## src/rtl/gascon_pkg.sv

```systemverilog
package gascon_pkg;

  localparam int HALF_W = 32;
  localparam int NWORDS = 5;
  localparam int ACC_WORDS = 4;

  typedef struct packed {
    logic [HALF_W-1:0] odd;
    logic [HALF_W-1:0] even;
  } ilw_t;

  typedef ilw_t [NWORDS-1:0] state_t;
  typedef logic [NWORDS-1:0][HALF_W-1:0] lane_t;
  typedef logic [ACC_WORDS-1:0][HALF_W-1:0] acc_t;

  localparam int unsigned ROT_A [NWORDS] = '{28, 38, 6, 10, 40};
  localparam int unsigned ROT_B [NWORDS] = '{19, 61, 1, 17, 7};

  function automatic logic [HALF_W-1:0] rotr_h(input logic [HALF_W-1:0] x,
                                                input int unsigned n);
    int unsigned sh;
    sh = n % HALF_W;
    if (sh == 0) return x;
    return (x >> sh) | (x << (HALF_W - sh));
  endfunction

  // 64-bit rotate expressed on interleaved halves
  function automatic ilw_t rotr_il(input ilw_t w, input int unsigned n);
    ilw_t o;
    int unsigned k;
    k = n / 2;
    if ((n % 2) == 0) begin
      o.even = rotr_h(w.even, k);
      o.odd  = rotr_h(w.odd, k);
    end else begin
      o.even = rotr_h(w.odd, k);
      o.odd  = rotr_h(w.even, k + 1);
    end
    return o;
  endfunction

  function automatic ilw_t mix_word(input ilw_t w, input int unsigned a,
                                    input int unsigned b);
    ilw_t ra;
    ilw_t rb;
    ilw_t o;
    ra = rotr_il(w, a);
    rb = rotr_il(w, b);
    o.even = w.even ^ ra.even ^ rb.even;
    o.odd  = w.odd ^ ra.odd ^ rb.odd;
    return o;
  endfunction

  function automatic logic [7:0] round_const(input logic [3:0] s);
    return {4'hF - s, s};
  endfunction

  function automatic lane_t sbox_lane(input lane_t x);
    lane_t c;
    lane_t t;
    c = x;
    c[0] = c[0] ^ c[4];
    c[4] = c[4] ^ c[3];
    c[2] = c[2] ^ c[1];
    for (int i = 0; i < NWORDS; i++) begin
      t[i] = ~c[i] & c[(i + 1) % NWORDS];
    end
    for (int i = 0; i < NWORDS; i++) begin
      c[i] = c[i] ^ t[(i + 1) % NWORDS];
    end
    c[1] = c[1] ^ c[0];
    c[0] = c[0] ^ c[4];
    c[3] = c[3] ^ c[2];
    c[2] = ~c[2];
    return c;
  endfunction

endpackage

```

## src/rtl/gascon_round.sv

```systemverilog
module gascon_round
  import gascon_pkg::*;
#(
  parameter int CNT_W = 4
) (
  input  state_t           cur,
  input  logic [CNT_W-1:0] step,
  output state_t           nxt
);

  state_t with_const;
  lane_t  ev_in;
  lane_t  od_in;
  lane_t  ev_out;
  lane_t  od_out;
  state_t mid;

  always_comb begin
    with_const = cur;
    with_const[2].even[7:0] = cur[2].even[7:0] ^ round_const(4'(step));
  end

  for (genvar gi = 0; gi < NWORDS; gi++) begin : g_split
    assign ev_in[gi] = with_const[gi].even;
    assign od_in[gi] = with_const[gi].odd;
  end

  assign ev_out = sbox_lane(ev_in);
  assign od_out = sbox_lane(od_in);

  for (genvar gi = 0; gi < NWORDS; gi++) begin : g_mix
    assign mid[gi].even = ev_out[gi];
    assign mid[gi].odd  = od_out[gi];
    assign nxt[gi] = mix_word(mid[gi], ROT_A[gi], ROT_B[gi]);
  end

endmodule

```

## src/rtl/gascon_fold.sv

```systemverilog
module gascon_fold
  import gascon_pkg::*;
(
  input  state_t st,
  input  acc_t   acc_in,
  output acc_t   acc_out
);

  assign acc_out[0] = acc_in[0] ^ st[0].even ^ st[2].odd;
  assign acc_out[1] = acc_in[1] ^ st[0].odd ^ st[3].even;
  assign acc_out[2] = acc_in[2] ^ st[1].even ^ st[3].odd;
  assign acc_out[3] = acc_in[3] ^ st[1].odd ^ st[2].even;

endmodule

```

## src/rtl/gascon_ctrl.sv

```systemverilog
module gascon_ctrl #(
  parameter int ROUND_LIMIT = 12,
  parameter int CNT_W = 4
) (
  input  logic             clk,
  input  logic             rst_n,
  input  logic             start,
  input  logic [CNT_W-1:0] rounds,
  output logic             accept,
  output logic             round_fire,
  output logic             last_round,
  output logic [CNT_W-1:0] step,
  output logic             busy,
  output logic             done
);

  localparam logic [CNT_W-1:0] LIMIT = CNT_W'(ROUND_LIMIT);

  logic [CNT_W-1:0] total_q;
  logic [CNT_W-1:0] eff;

  always_comb begin
    if (rounds == '0 || rounds > LIMIT) eff = LIMIT;
    else eff = rounds;
  end

  assign accept     = start & ~busy;
  assign round_fire = busy;
  assign last_round = busy && (step == total_q - 1'b1);

  always_ff @(posedge clk or negedge rst_n) begin
    if (!rst_n) begin
      busy    <= 1'b0;
      done    <= 1'b0;
      step    <= '0;
      total_q <= '0;
    end else if (accept) begin
      busy    <= 1'b1;
      done    <= 1'b0;
      step    <= '0;
      total_q <= eff;
    end else if (busy) begin
      if (last_round) begin
        busy <= 1'b0;
        done <= 1'b1;
      end else begin
        step <= step + 1'b1;
        done <= 1'b0;
      end
    end else begin
      done <= 1'b0;
    end
  end

endmodule

```

## src/rtl/gascon_engine.sv

```systemverilog
module gascon_engine
  import gascon_pkg::*;
#(
  parameter int ROUND_LIMIT = 12,
  localparam int CNT_W = $clog2(ROUND_LIMIT + 1),
  localparam int STATE_W = NWORDS * 2 * HALF_W,
  localparam int ACC_W = ACC_WORDS * HALF_W
) (
  input  logic               clk,
  input  logic               rst_n,
  input  logic               start,
  input  logic [CNT_W-1:0]   rounds,
  input  logic [STATE_W-1:0] state_in,
  output logic [STATE_W-1:0] state_out,
  output logic [ACC_W-1:0]   r_out,
  output logic               busy,
  output logic               done
);

  logic             accept;
  logic             round_fire;
  logic             last_round;
  logic [CNT_W-1:0] step;

  state_t st_q;
  state_t st_next;
  acc_t   acc_q;
  acc_t   acc_next;

  gascon_ctrl #(
    .ROUND_LIMIT(ROUND_LIMIT),
    .CNT_W(CNT_W)
  ) u_ctrl (
    .clk(clk),
    .rst_n(rst_n),
    .start(start),
    .rounds(rounds),
    .accept(accept),
    .round_fire(round_fire),
    .last_round(last_round),
    .step(step),
    .busy(busy),
    .done(done)
  );

  gascon_round #(.CNT_W(CNT_W)) u_round (
    .cur(st_q),
    .step(step),
    .nxt(st_next)
  );

  gascon_fold u_fold (
    .st(st_next),
    .acc_in(acc_q),
    .acc_out(acc_next)
  );

  always_ff @(posedge clk or negedge rst_n) begin
    if (!rst_n) begin
      st_q  <= '0;
      acc_q <= '0;
    end else if (accept) begin
      st_q  <= state_t'(state_in);
      acc_q <= '0;
    end else if (round_fire) begin
      st_q  <= st_next;
      acc_q <= acc_next;
    end
  end

  assign state_out = st_q;
  assign r_out     = acc_q;

endmodule

```

## config.mk

```make
export PLATFORM = sky130hd
export DESIGN_NAME = gascon_engine
export DESIGN_NICKNAME = d
export VERILOG_FILES = /design/src/rtl/gascon_pkg.sv /design/src/rtl/gascon_round.sv /design/src/rtl/gascon_fold.sv /design/src/rtl/gascon_ctrl.sv /design/src/rtl/gascon_engine.sv
export SDC_FILE = /design/constraint.sdc
export NUM_CORES = 2
export LEC_CHECK = 0
export ABC_CLOCK_PERIOD_IN_PS = 5100
export CAP_MARGIN = 10
export CELL_PAD_IN_SITES_DETAIL_PLACEMENT = 0
export CELL_PAD_IN_SITES_GLOBAL_PLACEMENT = 2
export CORE_ASPECT_RATIO = 1.75
export CORE_MARGIN = 8
export CORE_UTILIZATION = 30
export DETAILED_ROUTE_END_ITERATION = 8
export GPL_TIMING_DRIVEN = 0
export PLACE_DENSITY_LB_ADDON = 0.1
export SLEW_MARGIN = 20
export SYNTH_ARGS = -nofsm -noshare
export SYNTH_HDL_FRONTEND = slang
export SYNTH_SLANG_ARGS = --single-unit
```

## constraint.sdc

```tcl
create_clock -name clk -period 5.1 [get_ports clk]
set_input_delay 1.275 -clock clk [delete_from_list [all_inputs] [get_ports clk]]
set_output_delay 1.275 -clock clk [all_outputs]
set_load 0.02 [all_outputs]
```

==> metrics.md <==
| Metric | Value |
|---|---|
| Status | finished clean |
| Final worst clock skew | 0.03948 ns |
| Fraction of final layout cells sized beyond drive strength 1 | 8.131% |
| Initial Util | 30.18% |
| GR met2 Demand/Resource | 61.66% |
| Number of buffers created by CTS | 54 |
| Critical Setup Path Class | reg -> reg |
| Cell type of the slowest stage on the worst timing path | sky130_fd_sc_hd__clkbuf_1 |
| Detailed-route wire length | 266600 um |
| Number of filler instances in the final layout | 12.60k |
| Number of antenna violations at the first check in global routing | 7 |
| Synth cell types | 35 |
| Crit-path cells | clkbuf_2 > clkbuf_1 > clkbuf_1 > clkbuf_1 > nand2_1 > o21ai_0 |
| Largest net degree at the start of global routing | 85 |
| Share of Yosys cell area claimed by the top area cell type | 30.26% |
| Vias per inst | 5.335 |
| Worst Path Required | 5.67 ns |
| Avg Inst Size Synth | 10.36 um2 |
| Most common flop cell mapped by yosys | sky130_fd_sc_hd__dfrtp_1 |
| CTS tree | yes |
| Achievable frequency | 245.0 MHz |
| Endpoints failing setup | 0 |
| Post-synthesis sequential element count | 458 |
| Core area | 0.1255 mm2 |
| Headroom to the max-slew limit | 11.61% |
| Met1 routing resource usage after global routing | 42.73% |
| Sequential cell area fraction in the yosys report | 30.26% |
| Actual slew at the worst max-slew pin | 1.316 ns |
| Post-route standard cell area excluding fillers | 0.05085 mm2 |
| Clock root buffer | sky130_fd_sc_hd__clkbuf_16 |
| Gp weighted congestion | 1.024 |
| Clock network latency to the later pin of the worst-skew pair | 0.69 ns |
| Fraction of synthesized area in multiplexers | 4.943% |
| Die footprint | 0.1383 mm2 |
| Time the worst path needs with I/O delays and setup | 4.081 ns |
| Initial DRT Pass Iterations | 6 |
| Deepest clock path buffer count | 3 |
| Most Used Layer, Global Route | met2 |
| Final-stage net count | 4980 |
| Leading cell type by number of instances after synthesis | sky130_fd_sc_hd__xnor2_1 |
| Violation count after the first detailed-routing iteration | 2923 |
| Slew Viols, Final | 0 |
| Detailed Place HPWL | 223200 um |
| Dominant cells by area after synthesis | sky130_fd_sc_hd__dfrtp_1 (30%), sky130_fd_sc_hd__xnor2_1 (14%), sky130_fd_sc_hd__xnor3_1 (11%), sky130_fd_sc_hd__nand2_1 (5.1%), sky130_fd_sc_hd__mux2i_1 (4.9%) |
| Std cell rows | 172 |
| Main combinational cell family by area after synthesis | XOR/XNOR gates |
| Worst endpoint data arrival time | 4.65 ns |
| Compound-gate portion of the synthesized area | 11.04% |
| Ratio of final minimum period to clock period | 80.03% |
| Unrepaired setup endpoints after global routing | false |
| Die height | 486 um |
| Count of final hold-check violations | 0 |
| Most frequent cells after synthesis | sky130_fd_sc_hd__xnor2_1 (625), sky130_fd_sc_hd__nand2_1 (518), sky130_fd_sc_hd__dfrtp_1 (458), sky130_fd_sc_hd__o21ai_0 (241), sky130_fd_sc_hd__xor2_1 (202) |
| Post-CTS setup buffer count | 0 |
| Count of buffers inserted at the top-level ports | 776 |
| Highest net fanout along the worst path | 10 |
| Worst-path clk slew | 0.06 ns |
| GR Util met3 | 8.702% |
| Netlist Area Pre-Place | 0.03787 mm2 |
| Longest individual stage delay on the worst path | 0.92 ns |
| Synthesized Nets | 4113 |
| Post-synth ARST share | 100.0% |
| Area after detailed placement | 0.04903 mm2 |
| Via count of the first global-routing pass | 34.33k |
| Hold Buf Count CTS | 0 |
| Total GRT Usage | 37.36% |
| Area fraction in and, or, nand and nor cells after synthesis | 7.140% |
| Routed length per instance | 42.86 um |
| Wire length of the first global-routing pass | 343400 um |
| Total of cells resized after clock tree synthesis | 0 |
| Worst min-delay path class | in -> async |
| Max Cap Violations | 0 |
| Worst setup SP type | flip-flop |
| Clock sinks | 458 |
| Post-synth top area cell | sky130_fd_sc_hd__dfrtp_1 |
| Post-synth EDFFs | 0 |
| Xor/xnor cell area share of the yosys netlist | 38.28% |
| Most repeated library cell on the critical path | sky130_fd_sc_hd__clkbuf_1 |
| Post-route DRC | 0 |
| Synthesis warning total | 0 |
| Synth-to-layout area growth | 34.28% |
| DIE WIDTH | 284.6 um |
| Count of mapped cells out of synthesis | 3656 |
| Crit path capture type | flip-flop |
| # IOs | 777 |
| Adder-cell area share of the yosys netlist | 5.164% |
| Grt ovf | 0 |
| Via total after detailed routing | 33.18k |
| Number of levels the H-tree was split into | 2 |
| Number of nets with antenna violations after routing | 0 |
-- cells by family (layout without fill, tap and decap cells) --
group,after synthesis,count (layout)
buffers and inverters,318,1225
AOI/OAI and AO/OA,691,691
and+or+nand+nor,672,672
adders and majority gates,162,162
muxes,187,187
DFF,458,458
xor gates and xnor gates,1168,1168
other,0,4
-- area by class of cell --
cell class / count / area (um2) / area share [%]
multi-input cells: 2880 / 25900 / 50.93
flip-flops and latches: 458 / 11460 / 22.54
repair buffers: 811 / 8328 / 16.38
well taps: 1653 / 2068 / 4.067
clock buffers: 80 / 1653 / 3.250
plain buffers: 155 / 656.9 / 1.292
inverters: 163 / 611.8 / 1.203
clock inverters: 16 / 161.4 / 0.3174
diodes: 4 / 10.01 / 0.01968
-- final timing paths --
kind                              from              to  slack, ns  cells after the start
max in group asynchronous        rst_n  state_out[221]       3.03                      4
setup reg to reg           u_ctrl.busy   state_out[89]       1.02                      6
hold / removal                   rst_n    state_out[9]       0.45                      1
setup / recovery           u_ctrl.busy   state_out[89]       1.02                      6
hold reg to reg              r_out[63]       r_out[63]       0.52                      2
min in group clk             r_out[63]       r_out[63]       0.52                      2
-- worst max-delay path, delay by kind of cell, from the launching register on --
kind / cells / cell delay, ns
flops: 1 / 0.39
buf+inv: 4 / 3.02
simple gates: 1 / 0.36
compound gates: 1 / 0.17
-- per-layer routing --
metal | vias to the layer above | wire (um) | share of wire [%]
met3 | 491 | 19520 | 7.3
met5 | - | 11 | 0.0041
met2 | 1693 | 124500 | 47
li1 | 14020 | - | -
met4 | 2 | 22960 | 8.6
met1 | 16980 | 99620 | 37
-- cells in the final DEF, fill, tap and decap left out, drive strengths merged --
| cell type | synthesis | final |
|---|---|---|
| o21ai | 304 | 304 |
| a22o | 57 | 57 |
| o211a | 69 | 69 |
| bufinv | 0 | 3 |
| xnor2 | 701 | 701 |
| nor2b | 65 | 65 |
| a211oi | 64 | 64 |
| ha | 130 | 130 |
| diode | 0 | 4 |
| nand2 | 518 | 518 |
| inv | 162 | 162 |
| nor3 | 3 | 3 |
| clkdlybuf4s50 | 0 | 775 |
| dfrtp | 458 | 458 |
| buf | 19 | 55 |
| a21oi | 196 | 196 |
| xor2 | 211 | 211 |
| nand3 | 1 | 1 |
| or3 | 1 | 1 |
| clkinvlp | 0 | 1 |
| mux2i | 187 | 187 |
| clkbuf | 136 | 216 |
| xnor3 | 183 | 183 |
| clkinv | 1 | 13 |
| nor2 | 81 | 81 |
| or4 | 1 | 1 |
| maj3 | 32 | 32 |
| nor4b | 1 | 1 |
| and3 | 1 | 1 |
| xor3 | 73 | 73 |
| o31ai | 1 | 1 |
-- registers in the layout, indices dropped and copies added (netlist names) --
| register | cells |
|---|---|
| u_ctrl.total_q | 4 |
| u_ctrl.done | 1 |
| state_out | 320 |
| u_ctrl.step | 4 |
| r_out | 128 |
| u_ctrl.busy | 1 |
-- stage by stage --
stage	hold slack [ns]	setup TNS [ns]	worst slack [ns]	utilization, %	cells
4_1_cts	0.4228	0	1.017	40.52	6216
3_3_place_gp	0.4944	-9899.18	-21.76	38.02	6085
2_1_floorplan	0.5160	0	2.417	-	3656
6_report	0.4525	0	1.019	40.53	6220
3_5_place_dp	0.5074	0	0.5638	39.08	6120
5_1_grt	0.4545	0	1.128	40.52	6217
Power is not shown: default switching activity piles up to over one toggle a cycle in this logic, so the estimate is an artifact.
